## src/rtl/vtcr_pkg.sv

```systemverilog
package vtcr_pkg;
  localparam int unsigned NUM_TARGETS = 3;
  localparam int unsigned SEL_W       = $clog2(NUM_TARGETS);

  typedef enum logic [2:0] {
    OUT_ACCESS   = 3'd0,
    OUT_UNDEF    = 3'd1,
    OUT_TRAP     = 3'd2,
    OUT_HYP_TRAP = 3'd3
  } outcome_e;

  typedef enum logic [SEL_W-1:0] {
    SEL_VIRT  = 2'd0,
    SEL_HV_NS = 2'd1,
    SEL_HV_S  = 2'd2
  } sel_e;

  typedef struct packed {
    logic [1:0] level;
    logic       secure;
    logic       host;
    logic       aa32;
    logic       l1_64;
    logic       l2_en;
    logic       l2_64;
    logic       sec_l2;
    logic       cnt_virt_ext;
    logic       l0_en64;
    logic       l0_en32;
    logic       host_l0_en;
    logic       trap_gen;
    logic       l1_trap;
  } ctx_t;
endpackage

```

## src/rtl/vtcr_decide.sv

```systemverilog
module vtcr_decide
  import vtcr_pkg::*;
#(
  parameter int unsigned       CODE_W    = 8,
  parameter logic [CODE_W-1:0] TRAP_CODE = 8'h04,
  parameter logic [CODE_W-1:0] HYP_CODE  = 8'h00
) (
  input  ctx_t              ctx_i,
  output outcome_e          kind_o,
  output logic [1:0]        lvl_o,
  output logic [CODE_W-1:0] code_o,
  output sel_e              sel_o
);
  logic l2_64_on, l2_32_on, timer_trap;

  assign l2_64_on   = ctx_i.l2_en & ctx_i.l2_64;
  assign l2_32_on   = ctx_i.l2_en & ~ctx_i.l2_64;
  assign timer_trap = l2_64_on & ctx_i.cnt_virt_ext & ctx_i.l1_trap;

  // strict first-match priority chain
  always_comb begin
    kind_o = OUT_ACCESS;
    lvl_o  = 2'd0;
    code_o = '0;
    sel_o  = SEL_VIRT;
    if (!ctx_i.aa32) begin
      kind_o = OUT_UNDEF;
    end else if (ctx_i.level == 2'd0) begin
      if (ctx_i.l1_64 && !ctx_i.host && !ctx_i.l0_en64) begin
        kind_o = OUT_TRAP;
        code_o = TRAP_CODE;
        lvl_o  = (l2_64_on && ctx_i.trap_gen) ? 2'd2 : 2'd1;
      end else if (!ctx_i.l1_64 && !ctx_i.l0_en32) begin
        if (l2_64_on && ctx_i.trap_gen) begin
          kind_o = OUT_TRAP;
          code_o = TRAP_CODE;
          lvl_o  = 2'd2;
        end else if (l2_32_on && ctx_i.trap_gen) begin
          kind_o = OUT_HYP_TRAP;
          code_o = HYP_CODE;
          lvl_o  = 2'd2;
        end else begin
          kind_o = OUT_UNDEF;
        end
      end else if (ctx_i.host && ctx_i.l2_64 && !ctx_i.host_l0_en) begin
        kind_o = OUT_TRAP;
        code_o = TRAP_CODE;
        lvl_o  = 2'd2;
      end else if (!ctx_i.host && timer_trap) begin
        kind_o = OUT_TRAP;
        code_o = TRAP_CODE;
        lvl_o  = 2'd2;
      end else if (ctx_i.host && ctx_i.secure && ctx_i.sec_l2) begin
        sel_o = SEL_HV_S;
      end else if (ctx_i.host && !ctx_i.secure) begin
        sel_o = SEL_HV_NS;
      end
    end else if (ctx_i.level == 2'd1) begin
      if (timer_trap) begin
        kind_o = OUT_TRAP;
        code_o = TRAP_CODE;
        lvl_o  = 2'd2;
      end
    end
  end
endmodule

```

## src/rtl/vtcr_bank.sv

```systemverilog
module vtcr_bank
  import vtcr_pkg::*;
#(
  parameter int unsigned DATA_W = 64
) (
  input  logic              clk_i,
  input  logic              rst_ni,
  input  logic              we_i,
  input  logic              re_i,
  input  logic [SEL_W-1:0]  sel_i,
  input  logic [DATA_W-1:0] wdata_i,
  output logic [DATA_W-1:0] rdata_o
);
  logic [DATA_W-1:0] regs_q [NUM_TARGETS];
  logic [DATA_W-1:0] rd_mux;
  logic [DATA_W-1:0] rdata_q;

  for (genvar g = 0; g < NUM_TARGETS; g++) begin : g_reg
    always_ff @(posedge clk_i or negedge rst_ni) begin
      if (!rst_ni)                               regs_q[g] <= '0;
      else if (we_i && sel_i == SEL_W'(g))       regs_q[g] <= wdata_i;
    end
  end

  always_comb begin
    rd_mux = '0;
    for (int i = 0; i < NUM_TARGETS; i++) begin
      if (sel_i == SEL_W'(i)) rd_mux = regs_q[i];
    end
  end

  always_ff @(posedge clk_i or negedge rst_ni) begin
    if (!rst_ni) rdata_q <= '0;
    else         rdata_q <= re_i ? rd_mux : '0;
  end

  assign rdata_o = rdata_q;
endmodule

```

## src/rtl/vtimer_cmp_router.sv

```systemverilog
module vtimer_cmp_router
  import vtcr_pkg::*;
#(
  parameter int unsigned       DATA_W    = 64,
  parameter int unsigned       CODE_W    = 8,
  parameter logic [CODE_W-1:0] TRAP_CODE = 8'h04,
  parameter logic [CODE_W-1:0] HYP_CODE  = 8'h00
) (
  input  logic              clk_i,
  input  logic              rst_ni,
  input  logic              req_i,
  input  logic              wr_i,
  input  logic [DATA_W-1:0] wdata_i,
  input  logic [1:0]        level_i,
  input  logic              secure_i,
  input  logic              host_i,
  input  logic              aa32_i,
  input  logic              l1_64_i,
  input  logic              l2_en_i,
  input  logic              l2_64_i,
  input  logic              sec_l2_i,
  input  logic              cnt_virt_ext_i,
  input  logic              l0_timer_en64_i,
  input  logic              l0_timer_en32_i,
  input  logic              host_l0_timer_en_i,
  input  logic              trap_gen_i,
  input  logic              l1_timer_trap_i,
  output logic              rsp_valid_o,
  output logic [2:0]        rsp_kind_o,
  output logic [1:0]        rsp_level_o,
  output logic [CODE_W-1:0] rsp_code_o,
  output logic [SEL_W-1:0]  rsp_sel_o,
  output logic [DATA_W-1:0] rdata_o
);
  ctx_t              ctx;
  outcome_e          kind_d;
  logic [1:0]        lvl_d;
  logic [CODE_W-1:0] code_d;
  sel_e              sel_d;
  logic              is_access;

  assign ctx = '{
    level:        level_i,
    secure:       secure_i,
    host:         host_i,
    aa32:         aa32_i,
    l1_64:        l1_64_i,
    l2_en:        l2_en_i,
    l2_64:        l2_64_i,
    sec_l2:       sec_l2_i,
    cnt_virt_ext: cnt_virt_ext_i,
    l0_en64:      l0_timer_en64_i,
    l0_en32:      l0_timer_en32_i,
    host_l0_en:   host_l0_timer_en_i,
    trap_gen:     trap_gen_i,
    l1_trap:      l1_timer_trap_i
  };

  vtcr_decide #(
    .CODE_W   (CODE_W),
    .TRAP_CODE(TRAP_CODE),
    .HYP_CODE (HYP_CODE)
  ) u_decide (
    .ctx_i (ctx),
    .kind_o(kind_d),
    .lvl_o (lvl_d),
    .code_o(code_d),
    .sel_o (sel_d)
  );

  assign is_access = req_i && (kind_d == OUT_ACCESS);

  vtcr_bank #(.DATA_W(DATA_W)) u_bank (
    .clk_i  (clk_i),
    .rst_ni (rst_ni),
    .we_i   (is_access && wr_i),
    .re_i   (is_access && !wr_i),
    .sel_i  (sel_d),
    .wdata_i(wdata_i),
    .rdata_o(rdata_o)
  );

  always_ff @(posedge clk_i or negedge rst_ni) begin
    if (!rst_ni) begin
      rsp_valid_o <= 1'b0;
      rsp_kind_o  <= OUT_ACCESS;
      rsp_level_o <= '0;
      rsp_code_o  <= '0;
      rsp_sel_o   <= SEL_VIRT;
    end else begin
      rsp_valid_o <= req_i;
      if (req_i) begin
        rsp_kind_o  <= kind_d;
        rsp_level_o <= lvl_d;
        rsp_code_o  <= code_d;
        rsp_sel_o   <= sel_d;
      end
    end
  end
endmodule

```

## config.mk

```make
export PLATFORM = sky130hd
export DESIGN_NAME = vtimer_cmp_router
export DESIGN_NICKNAME = d
export VERILOG_FILES = /design/src/rtl/vtcr_pkg.sv /design/src/rtl/vtcr_decide.sv /design/src/rtl/vtcr_bank.sv /design/src/rtl/vtimer_cmp_router.sv
export SDC_FILE = /design/constraint.sdc
export NUM_CORES = 1
export LEC_CHECK = 0
export BUFFER_PORTS_ARGS = -buffer_cell sky130_fd_sc_hd__buf_2
export CAP_MARGIN = 10
export CORE_MARGIN = 3
export CORE_UTILIZATION = 52
export CTS_CLUSTER_SIZE = 10
export DETAILED_ROUTE_END_ITERATION = 8
export PLACE_DENSITY_LB_ADDON = 0.08
export SETUP_SLACK_MARGIN = 0.5
export SYNTH_ARGS = -nofsm -noshare
export SYNTH_HDL_FRONTEND = slang
export SYNTH_HIERARCHICAL = 1
export SYNTH_SLANG_ARGS = --single-unit
```

## constraint.sdc

```tcl
create_clock -name clk_i -period 0.8 [get_ports clk_i]
set_input_delay 0.24 -clock clk_i [delete_from_list [all_inputs] [get_ports clk_i]]
set_output_delay 0.24 -clock clk_i [all_outputs]
set_load 0.02 [all_outputs]
```

Word level (Yosys, flattened, before mapping) --
Cells that the tools add are included.
Word-level totals: input port bits 83, register bits 272, output and inout bits 80
Operators by class: bitwise operators 5, equal/unequal tests 3, muxes and demuxes 42, reductions and logical operators 27
Operator list (count):
- two-way mux 64 bit | 4
- two-way mux 8 bit | 6
- two-way mux 2 bit | 21
- two-way mux 3 bit | 10
- logical AND 1 bit | 17
- logical NOT 1 bit | 7
- bitwise AND 1 bit | 4
- equality test 2 x 1 -> 1 bit, second input constant | 2
- logical NOT 2 bit | 2
- logical NOT 3 bit | 1
- equality test 2 bit, second input constant | 1
- two-way mux 1 bit | 1
- inverter 1 bit | 1

Logic depth before layout (Yosys ltp) --
depth in word-level cells 15, gate-level depth with buffers 10, gate-level depth less buffers 8

By module --
The synthesis kept the hierarchy.
Modules (own cells, without submodules):
- vtcr_bank | cells each 764, area an instance 11385.9 um2, sequential area each 6406.1 um2, times used 1
- vtimer_cmp_router | cells each 36, area an instance 656.9 um2, sequential area each 400.4 um2, times used 1
- vtcr_decide | cells each 33, area an instance 198.9 um2, sequential area each 0.0 um2, times used 1

Worst setup path after synthesis --
Ideal clock, no wire load.
path type input-to-reg, from in l0_timer_en64_i, to reg u_bank/regs_q[131] (netlist bit), data arrival time 2.042 ns, stages 10, required time 0.673 ns, slack -1.369 ns, cells stage by stage nand2b_1 > a21o_2 > a221o_2 > nor2_1 > nor2_1 > and4b_1 > nor3b_2 > buf_6 > buf_12 > mux2_1
Between the ends: cells in the longest elaborated chain, start to end 9, elaborated cells on any way between the ends 13, classes of those cells mux (6); reduce/logical (7)
RTL lines:
- start: declaration | line vtimer_cmp_router.sv:23 | input logic l0_timer_en64_i,
- logical NOT 1 bit | line vtcr_decide.sv:29 | if (ctx_i.l1_64 && !ctx_i.host && !ctx_i.l0_en64) begin
- logical AND 1 bit | line vtcr_decide.sv:29
- two-way mux 3 bit | line vtcr_decide.sv:29
- two-way mux 3 bit | line vtcr_decide.sv:28 | end else if (ctx_i.level == 2'd0) begin
- two-way mux 3 bit | line vtcr_decide.sv:26 | if (!ctx_i.aa32) begin
- net kind_d[1] | line vtimer_cmp_router.sv:36 | outcome_e kind_d;
- logical NOT 3 bit | line vtimer_cmp_router.sv:71 | assign is_access = req_i && (kind_d == OUT_ACCESS);
- logical AND 1 bit | line vtimer_cmp_router.sv:71
- logical AND 1 bit | line vtimer_cmp_router.sv:76 | .we_i (is_access && wr_i),
- logical AND 1 bit | line vtcr_bank.sv:21 | else if (we_i && sel_i == SEL_W'(g)) regs_q[g] <= wdata_i;
- end signal: indexed assignment | line vtcr_bank.sv:21
- end: declaration | line vtcr_bank.sv:14 | logic [DATA_W-1:0] regs_q [NUM_TARGETS];
The timed path passes the listed nets, and every way through them passes these cells. A chain may end at the register's enable or synchronous reset.

Final worst setup path --
from in l2_en_i, to reg u_bank/regs_q[137] (netlist bit)
Between the ends: cells in the longest elaborated chain, start to end 14, elaborated cells on any way between the ends 28, classes of those cells mux (16); bitwise (4); reduce/logical (8)
RTL lines:
- start: declaration | line vtimer_cmp_router.sv:19 | input logic l2_en_i,
- bitwise AND 1 bit | line vtcr_decide.sv:16 | assign l2_64_on = ctx_i.l2_en & ctx_i.l2_64;
- bitwise AND 1 bit (2 in a row) | line vtcr_decide.sv:18 | assign timer_trap = l2_64_on & ctx_i.cnt_virt_ext & ctx_i.l1_trap;
- logical AND 1 bit | line vtcr_decide.sv:49 | end else if (!ctx_i.host && timer_trap) begin
- two-way mux 2 bit | line vtcr_decide.sv:49
- two-way mux 3 bit | line vtcr_decide.sv:45 | end else if (ctx_i.host && ctx_i.l2_64 && !ctx_i.host_l0_en) begin
- two-way mux 3 bit | line vtcr_decide.sv:33 | end else if (!ctx_i.l1_64 && !ctx_i.l0_en32) begin
- two-way mux 3 bit | line vtcr_decide.sv:29
- two-way mux 3 bit (*) | line vtcr_decide.sv:28
- two-way mux 3 bit (*) | line vtcr_decide.sv:26
- net kind_d[1] | line vtimer_cmp_router.sv:36
- logical NOT 3 bit (*) | line vtimer_cmp_router.sv:71
- logical AND 1 bit (*) | line vtimer_cmp_router.sv:71
- logical AND 1 bit (*) | line vtimer_cmp_router.sv:76
- logical AND 1 bit (*) | line vtcr_bank.sv:21
Mark *: on every way through the listed nets, which the timed path passes. The rest lies on a longest branch.

==> reports/metrics.yaml <==
outcome: "finished with violations"
violations: "negative hold slack, negative setup slack"
yosysUniqueCellTypes: 30
gp_congestion: 0.757
core.rowCount: 55
synth_area_um2: 12200
fin_util_pct: 74.1
nets: 1206
start_util_pct: 53.4
numCtsBuffers: 31
wirelength_mm: 29.5
routedWlPerCell_um: 20.5
grt_max_degree: 59
grt_overflow: 0
synth.area.top_cells: "dfrtp_1 56%, mux2_4 16%, mux2_1 5.5%"
vias: 7652
viasPerCell: 5.31
multi_input_area_um2: 5230
drc: 0
drt_pass1_iterations: 4
clk_path_buf_depth: 3
netlist_instances: 833
p_sw_share_pct: 23.4
startpoint_type: "primary input"
grt_pass1_wl_mm: 46.2
core_um2: 22900
synth-warning-count: 6
clock-root-buffer: "clkbuf_16"
fin_skew_ps: 8.05
peakVddDrop_mv: 1.54
end_kind: "register"
required_ps: 1220
ys_seq_elements: 272
final_common_cell: "dfrtp_1"
finalMaxSlewViolations: 0
drive_above_1_share_pct: 52.0
cp_max_fo: 8
hold_slack_ps: -338
die_w_um: 159
port_buffers: 162
cap_violations: 0
pin_count: 163
final_cells: 1441
clkPwrFrac_pct: 38.1
power_switching_mw: 7.55
clock_latency_ps: 540
synth_edf_count: 0
syn_to_final_growth_pct: 38.7
htree_levels: 1
p_leak_nw: 8.36
post_synth.cell_area_avg_um2: 14.7
cts.sinks: 272
drtIter0Drc: 346
timing.rr.end: "u_bank/rdata_o[60]"
seq_area_frac_synth_pct: 55.6
criticalPathCategory: "primary input to register"
seq_area_um2: 6830
r2r-start: "u_bank/regs_q[124]"
grt_use_total_pct: 22.3
yosysTopAreaCellShare_pct: 55.6
setup_viol: 342
drtAntennaViolNets: 0
fin_crit_ps: 1890
final_cell_mix: "257 x dfrtp_1, 184 x mux2_4, 111 x buf_6, 73 x buf_2, 65 x nand3b_1"
dp_hpwl_mm: 16.2
dp_cells: 1324
arrival_ps: 2320
async_flop_share_pct: 100
fin_crit_sh_pct: 236
fp.dieH_um: 159
num-fill-cells: 1439
fmax_mhz: 529
grt_pass1_vias: 8381
fin_ws_ps: -1090
rsz0062_at_grt: "true"
hold_class: "primary input to async pin"
finalHoldViolCount: 438
power.density_nw_per_um2: 1900
internal_power_mw: 24.7
clk_pin_slew_worst_paths_ps: 60
sequentialPowerShare_pct: 48.2
antenna_found_initial: 2
tritoncts: "built"
yosysTopAreaCell: "dfrtp_1"
combPwrFrac_pct: 13.7
rrSetupSlack_ps: -150
die-area_um2: 25400
synth_top_flop_cell: "dfrtp_1"
r2r_cells: 3
==> flip-flops by register name, indices dropped and copies added, names as in the netlist <==
register,cells
rsp_level_o,2
u_bank/rdata_o,64
rsp_valid_o,1
rsp_code_o,8
rsp_kind_o,3
rsp_sel_o,2
u_bank/regs_q,192
==> what timing repair did <==
item,in CTS,in global routing
gates cloned,17,6
pin swaps,39,15
setup endpoints to repair,351,351
hold endpoints to repair,462,455
buffers inserted,52,4
resized for setup,143,222
==> how the worst max path moves through the flow <==
| stage | startpoint | endpoint | slack [ps] | cells past startpoint |
|---|---|---|---|---|
| finish | l2_en_i | u_bank/regs_q[137] | -1090 | 12 |
| global route | l2_en_i | u_bank/regs_q[143] | -1130 | 12 |
| CTS | l2_64_i | u_bank/regs_q[89] | -1030 | 11 |
| detailed placement | level_i[0] | u_bank/regs_q[134] | -1620 | 10 |
| global placement | level_i[0] | u_bank/regs_q[129] | -1560 | 10 |
| floorplan | cnt_virt_ext_i | u_bank/regs_q[131] | -1340 | 10 |
==> cell usage after synthesis, types with 2 or more instances <==
master / count
and2_1: 65
buf_1: 5
buf_12: 7
buf_2: 4
buf_4: 11
buf_6: 22
clkbuf_1: 18
dfrtp_1: 272
mux2_1: 60
mux2_2: 19
mux2_4: 128
mux2i_1: 64
nand2_1: 4
nand2b_1: 3
nand3_1: 2
nand3b_1: 65
nor2_1: 7
nor3_1: 2
o21ai_0: 64
==> cell families (layout without fill, tap and decap cells) <==
logic type	count (synthesis)	in the layout	synth area share, %
buf+inv	67	354	4.71
flops	272	272	55.6
compound gates	68	68	2.91
mux	271	271	28.2
simple gates	154	154	8.54
other cells	1	9	0.0306
==> power by group through the flow <==
stage | combinational [mW] | clock (mW) | sequential [mW]
final | 4.43 | 12.3 | 15.5
after global routing | 4.83 | 13.1 | 15.7
after CTS | 3.88 | 12.5 | 15.4
after detailed placement | 3.35 | 0 | 15.7
after global placement | 3.26 | 0 | 15.6
after floorplan | 1.92 | 0 | 15.7
==> worst max-delay path, stage by stage <==
cell and delay (ps):
buf_6 70, nand4_1 140, a21o_2 230, a221o_2 380
nor2_4 100, nor2_2 50, and4b_2 220, nor3b_4 170
buf_12 160, buf_12 130, buf_16 140, mux2_4 300
==> routing by layer <==
metal / GRT usage (%) / wire length [um] / up-vias
li1: - / - / 3473
met1: 30.7 / 13000 / 3946
met2: 37.2 / 14500 / 179
met3: 4.27 / 1440 / 50
met4: 4.78 / 521 / 4
met5: 0 / 25 / -
==> per-stage QoR <==
| stage | setup slack (ps) | setup TNS, ps | power, mW | instance area, um2 |
|---|---|---|---|---|
| after CTS | -1030 | -278990 | 31.8 | 16100 |
| after detailed placement | -1620 | -383490 | 19.0 | 14000 |
| after global placement | -1560 | -374840 | 18.9 | 14000 |
| after floorplan | -1340 | -314820 | 17.6 | 12500 |
| final | -1090 | -286670 | 32.3 | 17000 |
| after global routing | -1130 | -304840 | 33.6 | 17000 |
==> area by class of cell <==
class / instances / share of cell area (%)
flip-flops and latches: 272 / 40.2
multi-input cells: 501 / 30.8
repair buffers: 317 / 21.9
clock buffers: 36 / 4.68
well taps: 313 / 2.31
clock inverters: 1 / 0.177
diodes: 1 / 0.0147
Power figures use the tool's default switching activity.
